## config.mk

```make
export PLATFORM = sky130hd
export DESIGN_NAME = seq_watchdog
export DESIGN_NICKNAME = d
export VERILOG_FILES = /design/src/rtl/seq_watchdog.sv
export SDC_FILE = /design/constraint.sdc
export NUM_CORES = 1
export LEC_CHECK = 0
export BUFFER_PORTS_ARGS = -buffer_cell sky130_fd_sc_hd__buf_2
export CAP_MARGIN = 25
export CORE_ASPECT_RATIO = 0.9
export CORE_UTILIZATION = 40
export CTS_CLUSTER_DIAMETER = 60
export DETAILED_ROUTE_END_ITERATION = 10
export GPL_TIMING_DRIVEN = 0
export PLACE_DENSITY_LB_ADDON = 0.12
export SETUP_SLACK_MARGIN = 0.05
export SYNTH_ARGS = -nofsm -noshare
export SYNTH_HDL_FRONTEND = slang
export SYNTH_SLANG_ARGS = --single-unit
```

## constraint.sdc

```tcl
create_clock -name clk -period 5.4 [get_ports clk]
set_clock_uncertainty 0.15 [all_clocks]
set_input_delay 0.27 -clock clk [delete_from_list [all_inputs] [get_ports clk]]
set_output_delay 0.27 -clock clk [all_outputs]
set_load 0.005 [all_outputs]
```

## src/rtl/seq_watchdog.sv

```systemverilog
module seq_watchdog #(
  parameter int TICKS = 128000
) (
  input  logic clk,
  input  logic rst_n,
  input  logic tick,
  input  logic mode_a,
  input  logic mode_b,
  input  logic wr_en,
  input  logic key_hi,
  input  logic key_lo,
  input  logic ovf_clr,
  output logic ovf_irq,
  output logic wd_rst_pulse
);
  localparam int CW = (TICKS > 1) ? $clog2(TICKS) : 1;
  localparam logic [CW-1:0] LAST = CW'(TICKS - 1);

  logic [CW-1:0] cnt;
  logic          step1_seen;

  wire armed   = mode_a & mode_b;
  wire is_step1 = wr_en & key_hi & ~key_lo;
  wire is_step2 = wr_en & ~key_hi & key_lo;
  wire service = armed & step1_seen & is_step2;
  wire expire  = armed & ~service & tick & (cnt == LAST);

  always_ff @(posedge clk or negedge rst_n) begin
    if (!rst_n) begin
      step1_seen <= 1'b0;
    end else if (!armed) begin
      step1_seen <= 1'b0;
    end else if (wr_en) begin
      step1_seen <= is_step1;
    end
  end

  always_ff @(posedge clk or negedge rst_n) begin
    if (!rst_n) begin
      cnt <= '0;
    end else if (!armed || service || expire) begin
      cnt <= '0;
    end else if (tick) begin
      cnt <= cnt + 1'b1;
    end
  end

  always_ff @(posedge clk or negedge rst_n) begin
    if (!rst_n) begin
      wd_rst_pulse <= 1'b0;
      ovf_irq      <= 1'b0;
    end else begin
      wd_rst_pulse <= expire;
      if (ovf_clr)     ovf_irq <= 1'b0;
      else if (expire) ovf_irq <= 1'b1;
    end
  end
endmodule

```

==> reports/results.tsv <==
stage	metric	value	unit
setup_path	cpMaxStageDelayCell	or4_4	
drt	firstDrtPassIters	4	
placed_design	gp_congestion	0.779	
min_path	hp-start	ovf_clr	
synthesis	synth.yosys.seq_area_share	0.493	
synthesis	syn_nets	112	
placed_design	io_buffers	9	
drt	detail_route.vias_per_cell	5.33	
min_path	worstHoldPathCells	2	
synthesis	ys_ff_latch	20	
job	maxCapViolations	0	
synthesis	yosysMostFrequentCell	dfrtp_1	
placed_design	dpl_cell_area	1090	µm²
setup_path	worstPathArrival	2.20	ns
synthesis	synth_edf_count	0	
layout	final_nets	127	
setup_path	slowest_delay	0.61	ns
floorplanning	row_count	16	
synthesis	synth_top_flop_cell	dfrtp_1	
synthesis	synth_fa_ha_area_frac	0.0123	
timing	clock.fmax	0.463	GHz
power_and_ir_drop	power.total	0.000234	W
layout	design_area	1130	µm²
synthesis	synth_compound_area_frac	0.0506	
layout	antenna_cells	0	
timing	finalHoldViolCount	0	
timing	slew_headroom	0.599	
clock_tree	cts_root_buf	clkbuf_4	
timing	maxSlewViolCount	0	
status	outcome	finished, final reports clean	
drt	detail-route-antenna-nets	0	
global_route	grt_pass1_vias	681	
floorplanning	die_area	2740	µm²
timing	fin_tns_setup	0	ns
synthesis	yosys-top-cells-count	dfrtp_1 (20), nor2_1 (17), xnor2_1 (10), nand2_1 (6)	
clock_tree	post_cts_buffers	0	
clock_tree	clkSlewWorstSetupHoldPaths	0.11	ns
drt	post-route-drc-count	0	
drt	num_vias	757	
power_and_ir_drop	leakage	0.444	nW
setup_path	rr_startpoint	cnt[0]	
synthesis	syn_inst	102	
placed_design	dp_hpwl	1340	µm
synthesis	syn_avg_cell_area	9.95	µm²
layout	area_growth_syn_to_layout	11.0	%
clock_tree	clk_path_buf_depth	2	
setup_path	worstPathRequired	5.45	ns
drt	totalWireLength	1840	µm
synthesis	synth_top_area_frac	0.493	
clock_tree	clk_latency	0.29	ns
global_route	antenna_found_initial	0	
synthesis	yosysWarningCount	0	
min_path	whs_endpoint	ovf_irq	
power_and_ir_drop	power_density	208	nW/µm²
synthesis	netlist_area	1010	µm²
synthesis	synthXorXnorAreaFrac	0.121	
timing	rsz0062_at_grt	no	
setup_path	criticalPathCategory	reg2reg	
synthesis	synthDistinctLibCells	29	
drt	wire_per_inst	13.0	µm
power_and_ir_drop	ir_drop	0.000158	V
floorplanning	coreArea	2280	µm²
setup_path	worst-r2r-cell-count	6	
setup_path	cp-end-kind	flip-flop	
synthesis	synth-simple-area-share	0.284	
synthesis	synth_top_family_by_area	simple AND/OR/NAND/NOR gates	
floorplanning	io_pins	11	
floorplanning	die_height	49.8	µm
min_path	hold_class	in2reg	
synthesis	yosys-mux-area-fraction	0.00986	
clock_tree	cts_buffers	3	
global_route	grt_max_degree	21	
timing	setup_viol	0	
setup_path	start_kind	flip-flop	
setup_path	crit_chain	ha_1 > nand3_2 > or4_4 > o21ai_4 > buf_4 > nor2_1	
synthesis	synth_top_area_cell	dfrtp_1	
synthesis	synthTopCellsByArea	dfrtp_1 (49%), xnor2_1 (8.6%), nor2_1 (6.3%)	
setup_path	crit_fanout	10	
synthesis	async_reset_ff_frac	1.00	
clock_tree	cts_tree	yes	
timing	fin_crit_sh	0.400	
setup_path	rrSetupSlack	3.24	ns
floorplanning	start_util	0.445	
setup_path	r2r_end	cnt[11]	
global_route	grt.total_usage	0.160	
floorplanning	fp.dieW	55.1	µm
clock_tree	htree_levels	1	
timing	tightest_slew	0.596	ns
clock_tree	cts.sinks	20	
layout	drive_above_1_share	0.174	
global_route	grt.overflow.total	0	
timing	fin_crit	2.16	ns
global_route	grt_pass1_wl	3080	µm
drt	drt_iter0_markers	13	
==> critical path, delay by kind of cell, from the launching register on <==
| kind | cells | cell delay, ns |
|---|---|---|
| compound gates | 1 | 0.25 |
| simple gates | 3 | 0.81 |
| fa+ha+maj | 1 | 0.22 |
| flops | 1 | 0.39 |
| buf+inv | 1 | 0.22 |
==> logic make-up after synthesis <==
family	Yosys count
simple gates	54
buf+inv	6
compound gates	6
xor+xnor	14
mux	1
flops	20
fa+ha+maj	1
==> state kept, by name (all words and copies together) (netlist names) <==
register      count
cnt              17
step1_seen        1
ovf_irq           1
wd_rst_pulse      1
==> where the power goes <==
part,switching [W],internal [W],total (W)
registers,0.000000514,0.000150,0.000151
logic,0.00000818,0.00000556,0.0000137
clock network,0.0000436,0.0000260,0.0000696
total,0.0000523,0.000182,0.000234
==> repair_timing <==
| action | in CTS | in global routing |
|---|---|---|
| hold endpoints to repair | 20 | 0 |
| endpoints found under the setup margin | 0 | 0 |
| gates resized for setup | 0 | 0 |
| hold buffers | 1 | 0 |
==> metal layers <==
metal	global-route usage	part of all wire	vias up
met5	0	0	-
met4	0.0500	0.010	0
met3	0.0648	0.041	2
met2	0.213	0.44	14
met1	0.234	0.51	358
li1	-	-	383
==> how the worst max path moves through the flow <==
stage                     slack [ns]    from       to  depth (start not counted)
after floorplan                 3.45  cnt[0]  cnt[11]                          6
after global placement          3.24  cnt[0]   cnt[5]                          6
after detailed placement        3.24  cnt[0]   cnt[5]                          6
after CTS                       3.22  cnt[0]   cnt[5]                          6
after global routing            3.10  cnt[0]   cnt[4]                          6
final                           3.24  cnt[0]  cnt[11]                          6
==> stage by stage <==
| step | hold WS (ns) | setup slack (ns) | std cells | util |
|---|---|---|---|---|
| 2_1_floorplan | -0.176 | 3.45 | 102 | - |
| 3_3_place_gp | 0.0927 | 3.24 | 138 | 0.479 |
| 3_5_place_dp | 0.0938 | 3.24 | 138 | 0.479 |
| 4_1_cts | 0.0513 | 3.22 | 142 | 0.493 |
| 5_1_grt | 0.0412 | 3.10 | 142 | 0.493 |
| 6_report | 0.0567 | 3.24 | 142 | 0.493 |
==> cell usage in the layout, fill, tap and decap left out, types with 2 or more instances in the layout <==
| cell | netlist | layout |
|---|---|---|
| nand3_1 | 5 | 5 |
| nand4_1 | 5 | 5 |
| or3_1 | 2 | 2 |
| clkbuf_4 | 0 | 3 |
| nor4_1 | 5 | 5 |
| nor3_1 | 4 | 4 |
| inv_1 | 3 | 3 |
| buf_4 | 2 | 2 |
| xor2_1 | 4 | 4 |
| nand2_1 | 6 | 6 |
| dfrtp_1 | 20 | 20 |
| and3_1 | 3 | 3 |
| nor2_1 | 17 | 17 |
| buf_2 | 0 | 9 |
| xnor2_1 | 10 | 10 |
==> layout make-up <==
cell class,instances,area (µm²)
flip-flops and latches,20,500
repair buffers,10,55.1
fillers,225,1160
plain buffers,3,18.8
well taps,27,33.8
inverters,3,11.3
multi-input cells,76,484
clock buffers,3,22.5
Power figures use the tool's default switching activity.
